--- config.mk ---
export PLATFORM = sky130hd
export DESIGN_NAME = pic_cascade
export DESIGN_NICKNAME = d
export VERILOG_FILES = /design/src/rtl/pic_pkg.sv /design/src/rtl/pic_prio.sv /design/src/rtl/pic_unit.sv /design/src/rtl/pic_cascade.sv
export SDC_FILE = /design/constraint.sdc
export NUM_CORES = 1
export LEC_CHECK = 0
export CAP_MARGIN = 20
export CORE_UTILIZATION = 30
export CTS_CLUSTER_DIAMETER = 200
export DETAILED_ROUTE_END_ITERATION = 10
export GPL_TIMING_DRIVEN = 1
export PLACE_DENSITY = 0.57
export SETUP_SLACK_MARGIN = 0.1
export SYNTH_ARGS = -nofsm -noshare
export SYNTH_HDL_FRONTEND = slang
export SYNTH_SLANG_ARGS = --single-unit
--- constraint.sdc ---
create_clock -name clk -period 5.3 [get_ports clk]
set_input_delay 1.06 -clock clk [delete_from_list [all_inputs] [get_ports clk]]
set_output_delay 1.06 -clock clk [all_outputs]
set_load 0.05 [all_outputs]
--- src/rtl/pic_pkg.sv ---
package pic_pkg;
  typedef enum logic [1:0] {
    REG_MASK = 2'd0,
    REG_TRIG = 2'd1,
    REG_BASE = 2'd2,
    REG_CMD  = 2'd3
  } reg_sel_e;

  localparam int EOI_BIT = 5;
endpackage

--- src/rtl/pic_prio.sv ---
module pic_prio #(
  parameter int N = 8
) (
  input  logic [N-1:0]         vec_i,
  output logic                 found_o,
  output logic [$clog2(N)-1:0] idx_o
);
  localparam int IW = $clog2(N);

  always_comb begin
    found_o = 1'b0;
    idx_o   = '0;
    for (int i = N - 1; i >= 0; i--) begin
      if (vec_i[i]) begin
        found_o = 1'b1;
        idx_o   = IW'(i);
      end
    end
  end
endmodule

--- src/rtl/pic_unit.sv ---
module pic_unit
  import pic_pkg::*;
#(
  parameter int LINES     = 8,
  parameter int DW        = 8,
  parameter int CASC_EN   = 0,
  parameter int CASC_LINE = 2
) (
  input  logic                     clk,
  input  logic                     rst,
  input  logic [LINES-1:0]         irq_i,
  input  logic                     casc_i,
  input  logic                     we_i,
  input  logic [1:0]               reg_i,
  input  logic [DW-1:0]            wdata_i,
  input  logic                     ack_i,
  output logic [LINES-1:0]         mask_o,
  output logic [LINES-1:0]         trig_o,
  output logic [DW-1:0]            base_o,
  output logic [DW-1:0]            cmd_o,
  output logic                     int_o,
  output logic [$clog2(LINES)-1:0] pick_o
);
  localparam int IW = $clog2(LINES);

  logic [LINES-1:0] mask_q, trig_q, in_q, prev_q, latch_q, latch_d;
  logic [LINES-1:0] isr_q, isr_d, irr, req;
  logic [DW-1:0]    base_q, cmd_q;
  logic             p_found, s_found, ack_take, eoi;
  logic [IW-1:0]    p_idx, s_idx;
  logic             unused_in;

  assign unused_in = casc_i ^ in_q[CASC_LINE] ^ prev_q[CASC_LINE];

  // Per-line request source: cascade input, level input or edge latch
  for (genvar g = 0; g < LINES; g++) begin : g_line
    if (CASC_EN != 0 && g == CASC_LINE) begin : g_casc
      assign irr[g]     = casc_i;
      assign latch_d[g] = 1'b0;
    end else begin : g_norm
      assign irr[g]     = trig_q[g] ? in_q[g] : latch_q[g];
      assign latch_d[g] = trig_q[g] ? 1'b0 :
                          ((latch_q[g] && !(ack_take && p_idx == IW'(g))) ||
                           (in_q[g] && !prev_q[g]));
    end
  end

  assign req = irr & ~mask_q;

  pic_prio #(.N(LINES)) u_req_prio (
    .vec_i(req), .found_o(p_found), .idx_o(p_idx)
  );

  pic_prio #(.N(LINES)) u_isr_prio (
    .vec_i(isr_q), .found_o(s_found), .idx_o(s_idx)
  );

  assign int_o    = p_found && (!s_found || (p_idx < s_idx));
  assign ack_take = ack_i && int_o;
  assign eoi      = we_i && (reg_sel_e'(reg_i) == REG_CMD) && wdata_i[EOI_BIT];

  always_comb begin
    isr_d = isr_q;
    if (eoi && s_found) isr_d[s_idx] = 1'b0;
    if (ack_take)       isr_d[p_idx] = 1'b1;
  end

  always_ff @(posedge clk) begin
    if (rst) begin
      mask_q  <= '1;
      trig_q  <= '0;
      base_q  <= '0;
      cmd_q   <= '0;
      in_q    <= '0;
      prev_q  <= '0;
      latch_q <= '0;
      isr_q   <= '0;
    end else begin
      in_q    <= irq_i;
      prev_q  <= in_q;
      latch_q <= latch_d;
      isr_q   <= isr_d;
      if (we_i) begin
        case (reg_sel_e'(reg_i))
          REG_MASK: mask_q <= wdata_i[LINES-1:0];
          REG_TRIG: trig_q <= wdata_i[LINES-1:0];
          REG_BASE: base_q <= wdata_i;
          default:  cmd_q  <= wdata_i;
        endcase
      end
    end
  end

  assign mask_o = mask_q;
  assign trig_o = trig_q;
  assign base_o = base_q;
  assign cmd_o  = cmd_q;
  assign pick_o = p_idx;

  AST_ISR_ONLY_BY_ACK: assert property (@(posedge clk) disable iff (rst)
    !ack_take |=> ((isr_q & ~$past(isr_q)) == '0));
  AST_ACK_SINGLE: assert property (@(posedge clk) disable iff (rst)
    ack_take |=> ($countones(isr_q & ~$past(isr_q)) == 1));
  AST_ACK_UNMASKED: assert property (@(posedge clk) disable iff (rst)
    ack_take |=> ((isr_q & ~$past(isr_q) & $past(mask_q)) == '0));
  AST_EOI_ONE: assert property (@(posedge clk) disable iff (rst)
    (eoi && !ack_take && (isr_q != '0)) |=>
      ($countones($past(isr_q)) - $countones(isr_q) == 1));
endmodule

--- src/rtl/pic_cascade.sv ---
module pic_cascade
  import pic_pkg::*;
#(
  parameter int LINES     = 8,
  parameter int DW        = 8,
  parameter int CASC_LINE = 2
) (
  input  logic               clk,
  input  logic               rst,
  input  logic [2*LINES-1:0] irq,
  input  logic [2:0]         addr,
  input  logic [DW-1:0]      wdata,
  input  logic               we,
  output logic [DW-1:0]      rdata,
  input  logic               inta,
  output logic               int_out,
  output logic [DW-1:0]      vector
);
  localparam int IW = $clog2(LINES);

  logic [LINES-1:0] m_mask, m_trig, s_mask, s_trig;
  logic [DW-1:0]    m_base, m_cmd, s_base, s_cmd;
  logic             m_int, s_int, m_we, s_we, m_ack, s_ack;
  logic [IW-1:0]    m_pick, s_pick;

  assign m_we  = we && !addr[2];
  assign s_we  = we &&  addr[2];
  assign m_ack = inta && m_int;
  assign s_ack = m_ack && (m_pick == IW'(CASC_LINE));

  pic_unit #(.LINES(LINES), .DW(DW), .CASC_EN(1), .CASC_LINE(CASC_LINE)) u_primary (
    .clk(clk), .rst(rst), .irq_i(irq[LINES-1:0]), .casc_i(s_int),
    .we_i(m_we), .reg_i(addr[1:0]), .wdata_i(wdata), .ack_i(m_ack),
    .mask_o(m_mask), .trig_o(m_trig), .base_o(m_base), .cmd_o(m_cmd),
    .int_o(m_int), .pick_o(m_pick)
  );

  pic_unit #(.LINES(LINES), .DW(DW), .CASC_EN(0), .CASC_LINE(CASC_LINE)) u_secondary (
    .clk(clk), .rst(rst), .irq_i(irq[2*LINES-1:LINES]), .casc_i(1'b0),
    .we_i(s_we), .reg_i(addr[1:0]), .wdata_i(wdata), .ack_i(s_ack),
    .mask_o(s_mask), .trig_o(s_trig), .base_o(s_base), .cmd_o(s_cmd),
    .int_o(s_int), .pick_o(s_pick)
  );

  always_ff @(posedge clk) begin
    if (rst) begin
      rdata   <= '0;
      int_out <= 1'b0;
      vector  <= '0;
    end else begin
      int_out <= m_int;
      case ({addr[2], addr[1:0]})
        3'd0:    rdata <= DW'(m_mask);
        3'd1:    rdata <= DW'(m_trig);
        3'd2:    rdata <= m_base;
        3'd3:    rdata <= m_cmd;
        3'd4:    rdata <= DW'(s_mask);
        3'd5:    rdata <= DW'(s_trig);
        3'd6:    rdata <= s_base;
        default: rdata <= s_cmd;
      endcase
      if (m_ack) begin
        if (s_ack) vector <= s_base + DW'(s_pick);
        else       vector <= m_base + DW'(m_pick);
      end
    end
  end

  AST_VEC_HOLD: assert property (@(posedge clk) disable iff (rst)
    !inta |=> $stable(vector));
  AST_SEC_GRANT_NEEDS_INT: assert property (@(posedge clk) disable iff (rst)
    s_ack |-> s_int);
endmodule

# After elaboration in Yosys (flattened, before gate mapping)
# Index checks and enable logic that the tools add are counted.
# W data, S select, Z words.
# word_totals
output_inout_bits,17
word_cells,312
regBits,144
in_bits,31
# classes
n_reduce_logical,141
bitwise,11
magnitude_cmp,10
n_mux,93
n_addsub,2
eq_ne,23
# ops
op,n
$mux W3,32
$logic_and A1 B1 Y1,63
$pmux W8 S7,1
$mux W1,51
$mux W8,5
$eq A3 B3 Y1 const B,11
$logic_not A1 Y1,33
$and A8 B8 Y8,4
$not A8 Y8,4
$reduce_or A2 Y1,15
$eq A3 B2 Y1 const B,6
$logic_or A1 B1 Y1,17
$add A8 B3 Y8,2
$lt A3 B4 Y1 const B,4
$or A8 B8 Y8,2
$reduce_and A2 Y1,8
$demux W1 S3,4
$ge A3 B1 Y1 const B,4
$eq A3 B1 Y1 const B,3
$logic_not A3 Y1,3
$lt A3 B3 Y1,2
$eq A2 B2 Y1 const B,2
$reduce_or A3 Y1,1
$eq A2 B1 Y1 const B,1
2 further kinds,2

# Depth between registers and ports, before layout
# Gate-level depths: netlist (run 1).
# depth
depth_word,32
ltp_mapped,20
mapped_depth_nobuf,20

# Cells and area by module
# From an unflattened synthesis (run 1), not the netlist that was laid out.
# unflattened
hier_cells,758
hier_area_um2,6865.3
# by_module_without_submodules
module,cells_per_inst,seq_area_each_um2,instances,area_each_um2
pic_unit at u_secondary,272,1281.2,1,2528.7
pic_unit at u_primary,255,1221.2,1,2488.6
pic_cascade,179,340.3,1,1527.7
pic_prio,13,0.0,4,80.1

# Least setup slack after synthesis (run 1)
# Ideal clock, no wire load.
# synth_timing
kind,register to register
start,reg u_secondary.trig_q[0] (netlist: u_secondary.trig_o[0])
end,reg u_secondary.latch_q[0]
path_buffers,0
period_less_slack_ns,4.240
arrival_time_ns,4.125
setup_slack_ns,1.060
setup_ns,0.116
required_time_ns,5.184
path_stages_with_launch,20
cell_sequence,dfxtp_1 -> mux2i_1 -> nor2_1 -> nor2_1 -> nand2_1 -> nor2_1 -> ha_1 -> a21o_1 -> a2111oi_2 -> a211oi_2 -> or2_2 -> a31o_2 -> inv_1 -> ha_1 -> o21a_1 -> o22ai_2 -> o21ai_1 -> nor4b_2 -> o211ai_1 -> a31o_1
# synth_via
elab_chain_cells,20
word_cells_on_any_way,27
classes_between,order compare (2); eq/ne (1); mux (9); bitwise (2); reduce/logical (13)
# synth_lines
item,line,source
"start, declared",pic_unit.sv:26,"logic [LINES-1:0] mask_q, trig_q, in_q, prev_q, latch_q, latch_d;"
"start signal, assigned",pic_unit.sv:86,REG_TRIG: trig_q <= wdata_i[LINES-1:0];
$mux W1,pic_unit.sv:41,assign irr[g] = trig_q[g] ? in_q[g] : latch_q[g];
$and A8 B8 Y8,pic_unit.sv:48,assign req = irr & ~mask_q;
$mux W3,pic_prio.sv:14,if (vec_i[i]) begin
$lt A3 B3 Y1,pic_unit.sv:58,assign int_o = p_found && (!s_found || (p_idx < s_idx));
$logic_or A1 B1 Y1,pic_unit.sv:58,
$logic_and A1 B1 Y1,pic_unit.sv:58,
$and A8 B8 Y8,pic_unit.sv:48,
$mux W3 (3 in series),pic_prio.sv:14,
(+2 left out),--,
$logic_and A1 B1 Y1,pic_unit.sv:58,
$logic_and A1 B1 Y1,pic_cascade.sv:28,assign m_ack = inta && m_int;
$logic_and A1 B1 Y1,pic_cascade.sv:29,assign s_ack = m_ack && (m_pick == IW'(CASC_LINE));
$logic_and A1 B1 Y1,pic_unit.sv:59,assign ack_take = ack_i && int_o;
$logic_and A1 B1 Y1,pic_unit.sv:43,((latch_q[g] && !(ack_take && p_idx == IW'(g))) ||
$logic_not A1 Y1,pic_unit.sv:43,
$logic_and A1 B1 Y1,pic_unit.sv:43,
$logic_or A1 B1 Y1,pic_unit.sv:43,
"end signal, assigned",pic_unit.sv:81,latch_q <= latch_d;
"end, declared",pic_unit.sv:26,
# Parallel ways exist; a longest one is shown, timed or not.
# A chain may end at the register's enable or synchronous reset.

# Final worst setup path (run 1)
# layout_timing
start,reg u_secondary.trig_q[3] (netlist: u_secondary.trig_o[3])
end,reg u_secondary.latch_q[1]
# layout_via
elab_chain_cells,23
word_cells_on_any_way,32
classes_between,order compare (2); eq/ne (2); mux (15); bitwise (2); reduce/logical (11)
# layout_lines
item,line
$mux W1 *,pic_unit.sv:41
$and A8 B8 Y8 *,pic_unit.sv:48
$mux W3 (4 in series),pic_prio.sv:14
$lt A3 B3 Y1,pic_unit.sv:58
$logic_or A1 B1 Y1,pic_unit.sv:58
$logic_and A1 B1 Y1,pic_unit.sv:58
$and A8 B8 Y8,pic_unit.sv:48
$mux W3 (3 in series),pic_prio.sv:14
(+2 left out),--
$logic_and A1 B1 Y1,pic_unit.sv:58
$logic_and A1 B1 Y1,pic_cascade.sv:28
$logic_and A1 B1 Y1,pic_cascade.sv:29
$logic_and A1 B1 Y1,pic_unit.sv:59
$logic_and A1 B1 Y1 *,pic_unit.sv:43
$logic_not A1 Y1 *,pic_unit.sv:43
$logic_and A1 B1 Y1 *,pic_unit.sv:43
$logic_or A1 B1 Y1 *,pic_unit.sv:43
# Mark *: on every way between the ends. The rest lies on a longest branch, timed or not.

==> results of run 1 <==
## final cells by class
| class | instances | area [µm²] |
|---|---|---|
| clock inverter | 11 | 163.9 |
| fill | 2240 | 13740 |
| timing repair buffer | 61 | 570.5 |
| sequential | 142 | 2844 |
| multi-input combinational | 609 | 3659 |
| clock buffer | 21 | 450.4 |
| tap | 280 | 350.3 |
| inverter | 13 | 48.80 |
## timing repair
| item | in CTS | in global routing |
|---|---|---|
| setup endpoints to repair | 0 | 16 |
| gates resized for setup | 0 | 6 |
| setup buffers | 0 | 0 |
| hold endpoints to repair | 0 | 0 |
## cell usage after synthesis, drive strengths merged, types with 2 or more instances
cell type  number
dfxtp         142
nor2           79
nor4b          10
o21a            4
nand4           3
nand3          10
o21bai          3
a22o            8
inv            13
and2            2
a211oi          8
a21o            5
o221ai          2
nor3           17
a21oi          72
a31o           11
xor2            8
o31ai           4
nor3b           2
a31oi           3
xnor2           4
o22ai           7
mux2            8
nand2         152
ha             10
a221oi          7
nor2b          44
o21ai          27
o41ai           2
or3             3
o2111ai         2
buf             5
and3            3
nand2b          9
nand3b         16
a211o           2
fa              2
a22oi           3
clkbuf         35
or4             4
o2bb2ai         2
mux2i          33
or2             8
## registers in the layout, summed over array words and instances (netlist names)
name and cells:
int_out 1, u_primary.base_o 8, u_primary.isr_q 8, u_primary.prev_q 7, u_secondary.isr_q 8, u_secondary.cmd_o 8
u_secondary.mask_o 8, u_primary.cmd_o 8, u_secondary.in_q 8, u_primary.trig_o 8, u_primary.mask_o 8, u_primary.in_q 7
u_primary.latch_q 7, u_secondary.prev_q 8, rdata 8, u_secondary.trig_o 8, u_secondary.base_o 8, vector 8
u_secondary.latch_q 8
## power by group
group          leakage (µW)  switching, µW  internal [µW]
sequential          0.00116           26.2           1110
clock              0.000297            466            798
combinational       0.00157            142           97.9
## kinds of logic (layout without fill, tap and decap cells)
| family | Yosys count | count (layout) | share of synthesized area (%) |
|---|---|---|---|
| mux | 41 | 41 | 6.340 |
| compound gates | 180 | 180 | 18.05 |
| flops | 142 | 142 | 42.49 |
| fa+ha+maj | 12 | 12 | 2.469 |
| buf+inv | 53 | 106 | 3.198 |
| simple gates | 364 | 364 | 25.88 |
| xor+xnor | 12 | 12 | 1.571 |
## through the flow
step / hold slack, ns / total power [µW]
3_5_place_dp: 0.4467 / 1392
3_3_place_gp: 0.4423 / 1391
2_1_floorplan: 0.4329 / 1305
6_report: 0.4553 / 2635
4_1_cts: 0.4544 / 2653
5_1_grt: 0.4719 / 2734
## worst register-to-register path, stage by stage (launching register included)
cell	delay (ns)
dfxtp_2	0.38
mux2i_2	0.28
nor2_1	0.11
nor2_2	0.18
nand2_1	0.12
nor2_1	0.21
ha_1	0.29
a21o_1	0.23
a2111oi_2	0.37
a211oi_2	0.16
or2_2	0.36
a31o_2	0.24
inv_1	0.09
ha_1	0.23
o21a_1	0.19
o22ai_2	0.18
o21ai_1	0.20
buf_4	0.19
or4_1	0.52
a31o_1	0.24
## worst paths after layout
path / cells past startpoint / end / startpoint / slack, ns
worst max-delay path: 19 / u_secondary.latch_q[1]$_SDFF_PP0_ / u_secondary.trig_o[3]$_SDFFE_PP0P_ / 0.42
worst min-delay path: 2 / u_secondary.cmd_o[6]$_SDFFE_PP0P_ / u_secondary.cmd_o[6]$_SDFFE_PP0P_ / 0.46
worst max register to register: 19 / u_secondary.latch_q[1]$_SDFF_PP0_ / u_secondary.trig_o[3]$_SDFFE_PP0P_ / 0.42
worst min register to register: 2 / u_secondary.cmd_o[6]$_SDFFE_PP0P_ / u_secondary.cmd_o[6]$_SDFFE_PP0P_ / 0.46
## metal layers
layer	part of all wire [%]	track usage [%]	vias up
li1	-	-	2897
met1	48	24.40	2677
met2	43	24.79	173
met3	6.3	3.042	29
met4	2.4	8.300	0
met5	0	0	-
==> flow_metrics.env, run 1 <==
export IMPL_area_growth_pct=20.87
export IMPL_finalSetupViolCount=0
export IMPL_grt_total_usage_pct=17.18
export IMPL_worst_pin_slew_ns=0.9523
export IMPL_syn_mean_instance_area_um2=8.321
export IMPL_synthCells=804
export IMPL_cts_hold_buf=0
export IMPL_place_port_buffers=46
export IMPL_cp_top_delay_family="compound AO/OA/AOI/OAI gates"
export IMPL_placedCellCount=1105
export IMPL_status="complete, no violations"
export IMPL_path_clk_slew_ns=0.06
export IMPL_antennaDiodeCount=0
export IMPL_drt_total_wl_um=18540
export IMPL_crit_path_cells="mux2i_2 -> nor2_1 -> nor2_2 -> nand2_1 -> nor2_1 -> ha_1 -> a21o_1 -> a2111oi_2 -> a211oi_2 -> or2_2 -> a31o_2 -> inv_1 -> ha_1 -> o21a_1 -> o22ai_2 -> o21ai_1 -> buf_4 -> or4_1 -> a31o_1"
export IMPL_post_synth_edffs=0
export IMPL_most_common_layout_cells="nand2_1, dfxtp_1, nor2_1"
export IMPL_drive_gt1_share_pct=9.568
export IMPL_synth_top_area_share_pct=42.49
export IMPL_cts_tree="built"
export IMPL_fin_crit_sh_pct=92.16
export IMPL_die_width_um=151.3
export IMPL_yosys_cell_types=67
export IMPL_clk_latency_worst_skew_pair_ns=0.43
export IMPL_grt_antenna_before_repair=0
export IMPL_power_density_cell_area_nw_per_um2=325.8
export IMPL_synth_top_area_cell="dfxtp_1"
export IMPL_detail_route_vias_per_cell=5.080
export IMPL_finalCoreUtilization_pct=37.05
export IMPL_clk_root_buffer_cell="clkbuf_16"
export IMPL_grt_max_degree=61
export IMPL_crit_path_max_fanout=6
export IMPL_count_of_final_max_slew_check_failures=0
export IMPL_postSynth_topFlopCell="dfxtp_1"
export IMPL_timing_setup_critical_path_class="flip-flop to flip-flop"
export IMPL_design_die_area_um2=22900
export IMPL_slew_headroom_pct=36.03
export IMPL_final_cell_count_no_fill=1137
export IMPL_required_time_reported_for_the_critical_path_endpoint_ns=5.62
export IMPL_fin_setup_tns_ns=0
export IMPL_static_leakage_power_uw=0.003029
export IMPL_most_common_library_cell_in_the_layout_ignoring_fill_and_taps="nand2_1"
export IMPL_cts_num_sinks=142
export IMPL_setup_worst_path_start_class="flip-flop"
export IMPL_first_global_vias=5428
export IMPL_final_setup_worst_slack_ns=0.4154
export IMPL_worst_path_largest_cell_delay_ns=0.52
export IMPL_synth_async_reset_ratio_pct=0
export IMPL_placed_area_um2=7446
export IMPL_post_layout_net_count=887
export IMPL_postSynthNetCount=847
export IMPL_firstDrtPassIters=6
export IMPL_place_ws_ns=0.3274
export IMPL_max_vdd_ir_drop_uv=229.5
export IMPL_post_dp_hpwl_um=13050
export IMPL_cts_htree_levels=4
export IMPL_antenna_left=0
export IMPL_globalRoute_totalOverflow=0
export IMPL_seq_area_frac_synth_pct=42.49
export IMPL_ys_seq_elements=142
export IMPL_cap_violations=0
export IMPL_worstPathBufferInverterCount=2
export IMPL_crit_end_category="flip-flop"
export IMPL_worst_ep_arrival_time_ns=5.20
export IMPL_routedWlPerCell_um=16.31
export IMPL_report_final_hold_viol_count=0
export IMPL_post_synth_main_area_contributors="dfxtp_1, nand2_1, a21oi_1, mux2i_1, nor2_1"
export IMPL_synth_cell_area_um2=6690
export IMPL_dr_total_vias=5776
export IMPL_hold_path_class="flip-flop to flip-flop"
export IMPL_row_count=54
export IMPL_pin_count=48
export IMPL_rsz0062_at_grt="false"
export IMPL_finalCriticalPeriod_ns=4.885
export IMPL_grt_first_pass_wirelength_um=29750
export IMPL_initial_util_pct=30.66
export IMPL_layout_cell_area_non_filler_um2=8087
export IMPL_ctsLongestPathBuffers=2
export IMPL_crit_path_top_delay_cell="or4_1"
export IMPL_yosysWarnings=0
export IMPL_timing_clock_skew_ns=0.005506
export IMPL_cts_buffers=17
export IMPL_drtIter0Drc=534
export IMPL_route_detailed_drc=0
export IMPL_max_freq_ghz=0.2047
export IMPL_gpl_final_weighted_congestion=0.8468
export IMPL_floorplan_die_height_um=151.3
export IMPL_placeableCoreArea_um2=21820
Note: power is estimated with default switching activity, not from simulation.
==> inputs of run 2 (changes only) <==
CAP_MARGIN = default   (was 20)
CORE_UTILIZATION = 50   (was 30)
PLACE_DENSITY = 0.81   (was 0.57)
==> flow_metrics.env, run 2 (synthesis gave the netlist of run 1 again) <==
export IMPL_status="complete, no violations"
export IMPL_design_die_area_um2=13850
export IMPL_power_density_cell_area_nw_per_um2=320.5
export IMPL_cts_hold_buf=0
export IMPL_gpl_final_weighted_congestion=0.9167
export IMPL_cts_tree="built"
export IMPL_hold_path_end="u_primary.cmd_o[4]$_SDFFE_PP0P_"
export IMPL_pin_count=48
export IMPL_drive_gt1_share_pct=9.048
export IMPL_fin_crit_sh_pct=91.60
export IMPL_routedWlPerCell_um=16.57
export IMPL_most_common_library_cell_in_the_layout_ignoring_fill_and_taps="nand2_1"
export IMPL_globalRoute_totalOverflow=0
export IMPL_finalSetupViolCount=0
export IMPL_first_global_vias=5438
export IMPL_crit_path_max_fanout=5
export IMPL_firstDrtPassIters=5
export IMPL_drt_total_wl_um=16950
export IMPL_path_clk_slew_ns=0.06
export IMPL_hold_path_class="flip-flop to flip-flop"
export IMPL_grt_max_degree=85
export IMPL_cts_htree_levels=4
export IMPL_post_layout_net_count=882
export IMPL_slew_headroom_pct=38.32
export IMPL_static_leakage_power_uw=0.002983
export IMPL_placeableCoreArea_um2=12820
export IMPL_clk_latency_worst_skew_pair_ns=0.43
export IMPL_timing_setup_critical_path_class="flip-flop to flip-flop"
export IMPL_route_detailed_drc=0
export IMPL_grt_antenna_before_repair=0
export IMPL_crit_end_category="flip-flop"
export IMPL_floorplan_die_height_um=117.7
export IMPL_rsz0062_at_grt="false"
export IMPL_area_growth_pct=17.67
export IMPL_layout_cell_area_non_filler_um2=7873
export IMPL_die_width_um=117.7
export IMPL_rr_worst_depth=20
export IMPL_placed_area_um2=7273
export IMPL_setup_worst_path_start_class="flip-flop"
export IMPL_most_common_layout_cells="nand2_1, dfxtp_1, nor2_1"
export IMPL_required_time_reported_for_the_critical_path_endpoint_ns=5.62
export IMPL_initial_util_pct=52.17
export IMPL_grt_first_pass_wirelength_um=27580
export IMPL_worst_pin_slew_ns=0.9181
export IMPL_worst_ep_arrival_time_ns=5.17
export IMPL_max_freq_ghz=0.2060
export IMPL_max_vdd_ir_drop_uv=196.2
export IMPL_detail_route_vias_per_cell=5.729
export IMPL_antenna_left=0
export IMPL_instance_count_along_the_most_critical_hold_path=2
export IMPL_timing_hold_worst_start="u_primary.cmd_o[4]$_SDFFE_PP0P_"
export IMPL_report_final_hold_viol_count=0
export IMPL_cts_post_setup_buffers_inserted=0
export IMPL_cts_buffers=17
export IMPL_ctsLongestPathBuffers=2
export IMPL_drtIter0Drc=457
export IMPL_setup_reg_to_reg_worst_slack_ns=0.45
export IMPL_cap_violations=0
export IMPL_row_count=41
export IMPL_post_dp_hpwl_um=11630
export IMPL_critical_path_reg2reg_startpoint="u_secondary.trig_o[4]$_SDFFE_PP0P_"
export IMPL_grt_total_usage_pct=25.15
export IMPL_timing_clock_skew_ns=0.006518
export IMPL_fin_setup_tns_ns=0
export IMPL_place_port_buffers=46
export IMPL_critical_path_reg2reg_endpoint="u_secondary.latch_q[3]$_SDFF_PP0_"
export IMPL_clk_root_buffer_cell="clkbuf_16"
export IMPL_dr_total_vias=5861
export IMPL_fin_worst_hold_slack_ns=0.4566
export IMPL_finalCriticalPeriod_ns=4.855
export IMPL_cts_num_sinks=142
export IMPL_antennaDiodeCount=0
export IMPL_count_of_final_max_slew_check_failures=0
-- run 2: cell types whose count changed in the layout (fill, tap and decap cells not counted) --
cell	previous run	this run
clkinv_2	4	3
buf_4	16	11
clkbuf_1	3	0
dfxtp_1	141	142
a21oi_1	70	71
a21oi_2	2	1
clkinvlp_4	2	4
bufinv_16	4	1
dfxtp_2	1	0
clkbuf_8	1	5
-- run 2: what timing repair did --
| action | 4_1_cts | 5_1_grt |
|---|---|---|
| gates resized for setup | 0 | 4 |
| endpoints found under the hold margin | 0 | 0 |
| setup endpoints to repair | 0 | 18 |
-- run 2: worst max path at each step --
stage	endpoint	startpoint	slack, ns
after floorplan	u_secondary.latch_q[0]$_SDFF_PP0_	u_secondary.trig_o[0]$_SDFFE_PP0P_	1.06
after global placement	u_secondary.latch_q[0]$_SDFF_PP0_	u_secondary.trig_o[3]$_SDFFE_PP0P_	0.50
after detailed placement	u_secondary.latch_q[0]$_SDFF_PP0_	u_secondary.trig_o[3]$_SDFFE_PP0P_	0.42
after CTS	u_secondary.latch_q[0]$_SDFF_PP0_	u_secondary.trig_o[3]$_SDFFE_PP0P_	0.38
after global routing	u_secondary.latch_q[5]$_SDFF_PP0_	u_secondary.trig_o[0]$_SDFFE_PP0P_	0.13
final	u_secondary.latch_q[3]$_SDFF_PP0_	u_secondary.trig_o[4]$_SDFFE_PP0P_	0.45
-- run 2: layout make-up --
cell class | instances | area (µm²)
Clock buffer | 22 | 494.2
Clock inverter | 9 | 83.83
Fill cell | 1118 | 4952
Inverter | 13 | 48.80
Multi-Input combinational cell | 609 | 3655
Sequential cell | 142 | 2843
Tap cell | 172 | 215.2
Timing Repair Buffer | 56 | 533.0
-- run 2: critical path, cell delays in order, from the launching register on --
cell       delay [ns]
dfxtp_1          0.39
mux2_2           0.37
o2bb2ai_1        0.21
nand2b_1         0.21
a21oi_1          0.31
ha_1             0.31
o21a_1           0.20
o22ai_1          0.27
a211oi_2         0.10
or2_2            0.35
a31o_2           0.25
inv_1            0.09
ha_1             0.23
o21a_1           0.19
o22ai_2          0.19
inv_1            0.09
a21boi_1         0.18
buf_4            0.16
and4_1           0.26
nand2_1          0.14
a31o_2           0.26
-- run 2: layer usage --
metal	GRT usage (%)	routed length [µm]
met1	34.19	7688
met2	38.49	7548
met3	5.184	1375
met4	10.82	338
met5	0	0
-- run 2: power breakdown --
group	switching, µW	internal (µW)
Combinational	140	95.8
Sequential	26.4	1110
Clock	453	703
-- run 2: per-stage QoR --
stage / total power, µW / cells / worst slack (ns) / util, %
after floorplan: 1305 / 804 / 1.060 / -
after global placement: 1378 / 992 / 0.4986 / 56.71
after detailed placement: 1382 / 992 / 0.4158 / 56.71
after CTS: 2531 / 1023 / 0.3811 / 61.22
after global routing: 2601 / 1023 / 0.1309 / 61.39
final: 2524 / 1023 / 0.4452 / 61.39
==> inputs of run 3 (changes only) <==
CORE_UTILIZATION = 29   (was 50)
PLACE_DENSITY = 0.56   (was 0.81)
TNS_END_PERCENT = 30   (was default)
==> flow_metrics.env, run 3 (synthesis gave the netlist of run 1 again) <==
export IMPL_initial_util_pct=29.55
export IMPL_crit_end_category="flip-flop"
export IMPL_drt_total_wl_um=18630
export IMPL_antenna_left=0
export IMPL_path_clk_slew_ns=0.06
export IMPL_design_die_area_um2=23680
export IMPL_grt_antenna_before_repair=0
export IMPL_worst_ep_arrival_time_ns=5.22
export IMPL_placeableCoreArea_um2=22640
export IMPL_critical_path_reg2reg_startpoint="u_secondary.trig_o[3]$_SDFFE_PP0P_"
export IMPL_place_ws_ns=0.2579
export IMPL_grt_max_degree=66
export IMPL_area_growth_pct=20.27
export IMPL_rsz0062_at_grt="false"
export IMPL_worst_pin_slew_ns=0.9454
export IMPL_row_count=55
export IMPL_required_time_reported_for_the_critical_path_endpoint_ns=5.63
export IMPL_status="complete, no violations"
export IMPL_dr_total_vias=5802
export IMPL_final_cell_count_no_fill=1141
export IMPL_most_common_library_cell_in_the_layout_ignoring_fill_and_taps="nand2_1"
export IMPL_hold_path_end="u_secondary.cmd_o[6]$_SDFFE_PP0P_"
export IMPL_hold_path_class="flip-flop to flip-flop"
export IMPL_cts_post_setup_buffers_inserted=0
export IMPL_globalRoute_totalOverflow=0
export IMPL_max_freq_ghz=0.2045
export IMPL_floorplan_die_height_um=153.9
export IMPL_crit_path_top_delay_cell="dfxtp_1"
export IMPL_setup_worst_path_start_class="flip-flop"
export IMPL_antennaDiodeCount=0
export IMPL_power_density_cell_area_nw_per_um2=318.5
export IMPL_drive_gt1_share_pct=9.463
export IMPL_die_width_um=153.9
export IMPL_route_detailed_drc=0
export IMPL_pin_count=48
export IMPL_crit_path_max_fanout=6
export IMPL_setup_reg_to_reg_worst_slack_ns=0.41
export IMPL_timing_clock_skew_ns=0.007665
export IMPL_worst_path_largest_cell_delay_ns=0.44
export IMPL_routedWlPerCell_um=16.33
export IMPL_placedCellCount=1109
export IMPL_timing_setup_critical_path_class="flip-flop to flip-flop"
export IMPL_crit_path_cells="mux2i_2 -> nor2_1 -> nor2_2 -> nand2_1 -> nor2_1 -> ha_1 -> a21o_1 -> a2111oi_2 -> a211oi_2 -> or2_2 -> a31o_2 -> inv_1 -> ha_1 -> o21a_1 -> o22ai_2 -> o21ai_1 -> nor4b_4 -> o211ai_1 -> a31o_1"
export IMPL_finalCriticalPeriod_ns=4.889
export IMPL_cts_tree="built"
export IMPL_report_final_hold_viol_count=0
export IMPL_grt_total_usage_pct=16.07
export IMPL_final_setup_worst_slack_ns=0.4109
export IMPL_clk_latency_worst_skew_pair_ns=0.43
export IMPL_finalSetupViolCount=0
export IMPL_slew_headroom_pct=36.74
export IMPL_cts_buffers=17
export IMPL_ctsLongestPathBuffers=2
export IMPL_post_layout_net_count=886
export IMPL_rr_worst_depth=19
export IMPL_first_global_vias=5353
export IMPL_instance_count_along_the_most_critical_hold_path=2
export IMPL_fin_setup_tns_ns=0
export IMPL_post_dp_hpwl_um=13250
export IMPL_most_common_layout_cells="nand2_1, dfxtp_1, nor2_1"
export IMPL_fin_worst_hold_slack_ns=0.4559
export IMPL_cts_num_sinks=142
export IMPL_detail_route_vias_per_cell=5.085
export IMPL_gpl_final_weighted_congestion=0.8175
export IMPL_fin_crit_sh_pct=92.25
export IMPL_firstDrtPassIters=6
export IMPL_drtIter0Drc=513
export IMPL_place_port_buffers=46
export IMPL_finalCoreUtilization_pct=35.54
export IMPL_max_vdd_ir_drop_uv=222.7
export IMPL_critical_path_reg2reg_endpoint="u_secondary.latch_q[0]$_SDFF_PP0_"
export IMPL_grt_first_pass_wirelength_um=29370
export IMPL_static_leakage_power_uw=0.002987
export IMPL_cap_violations=0
export IMPL_count_of_final_max_slew_check_failures=0
export IMPL_cts_htree_levels=4
export IMPL_timing_hold_worst_start="u_secondary.cmd_o[6]$_SDFFE_PP0P_"
export IMPL_clk_root_buffer_cell="clkbuf_16"
[run 3: worst max-delay path, delay by kind of cell (launching register included)]
family                   cells  cell delay, ns
AO/OA/AOI/OAI                9            2.06
adder cells (fa/ha/maj)      2            0.51
buffers and inverters        1            0.09
flip-flops                   1            0.44
multiplexers                 1            0.30
AND/OR/NAND/NOR              6            1.38
[run 3: layer usage]
layer | GRT usage (%) | up-vias | share of wire [%]
met3 | 3.129 | 19 | 4.2
li1 | - | 2896 | -
met2 | 23.83 | 143 | 43
met4 | 5.524 | 0 | 1.4
met5 | 0 | - | 0
met1 | 23.05 | 2744 | 51
[run 3: where the power goes]
part           switching [µW]  leakage, µW  internal [µW]
clock                     486     0.000265            707
combinational             142      0.00156           96.9
sequential               26.7      0.00116           1110
total                     654      0.00299           1910
[run 3: what timing repair did]
action / CTS / global route
hold endpoints to repair: 0 / 0
hold buffers: 0 / 0
gates resized for setup: 0 / 4
endpoints found under the setup margin: 0 / 22
[run 3: area by class of cell]
cell class                 count  area [µm²]
tap                          285       356.6
sequential                   142        2843
inverter                      13       48.80
clock inverter                12       136.4
timing repair buffer          60       563.0
clock buffer                  20       446.7
multi-input combinational    609        3652
fill                        2338       14590
[run 3: worst max path at each step]
stage                                       start  depth (start not counted)  slack, ns                           endpoint
2_1_floorplan  u_secondary.trig_o[0]$_SDFFE_PP0P_                         19       1.06  u_secondary.latch_q[0]$_SDFF_PP0_
3_3_place_gp   u_secondary.trig_o[3]$_SDFFE_PP0P_                         19       0.33  u_secondary.latch_q[0]$_SDFF_PP0_
3_5_place_dp   u_secondary.trig_o[3]$_SDFFE_PP0P_                         19       0.26  u_secondary.latch_q[0]$_SDFF_PP0_
4_1_cts        u_secondary.trig_o[3]$_SDFFE_PP0P_                         19       0.21  u_secondary.latch_q[0]$_SDFF_PP0_
5_1_grt        u_secondary.trig_o[3]$_SDFFE_PP0P_                         21       0.10  u_secondary.latch_q[3]$_SDFF_PP0_
6_report       u_secondary.trig_o[3]$_SDFFE_PP0P_                         19       0.41  u_secondary.latch_q[0]$_SDFF_PP0_
[run 3: per-stage QoR]
stage / cell area [µm²] / total power (µW)
after global routing: 8046 / 2649
final: 8046 / 2563
after CTS: 8028 / 2581
after detailed placement: 7445 / 1391
after floorplan: 6690 / 1305
after global placement: 7445 / 1389
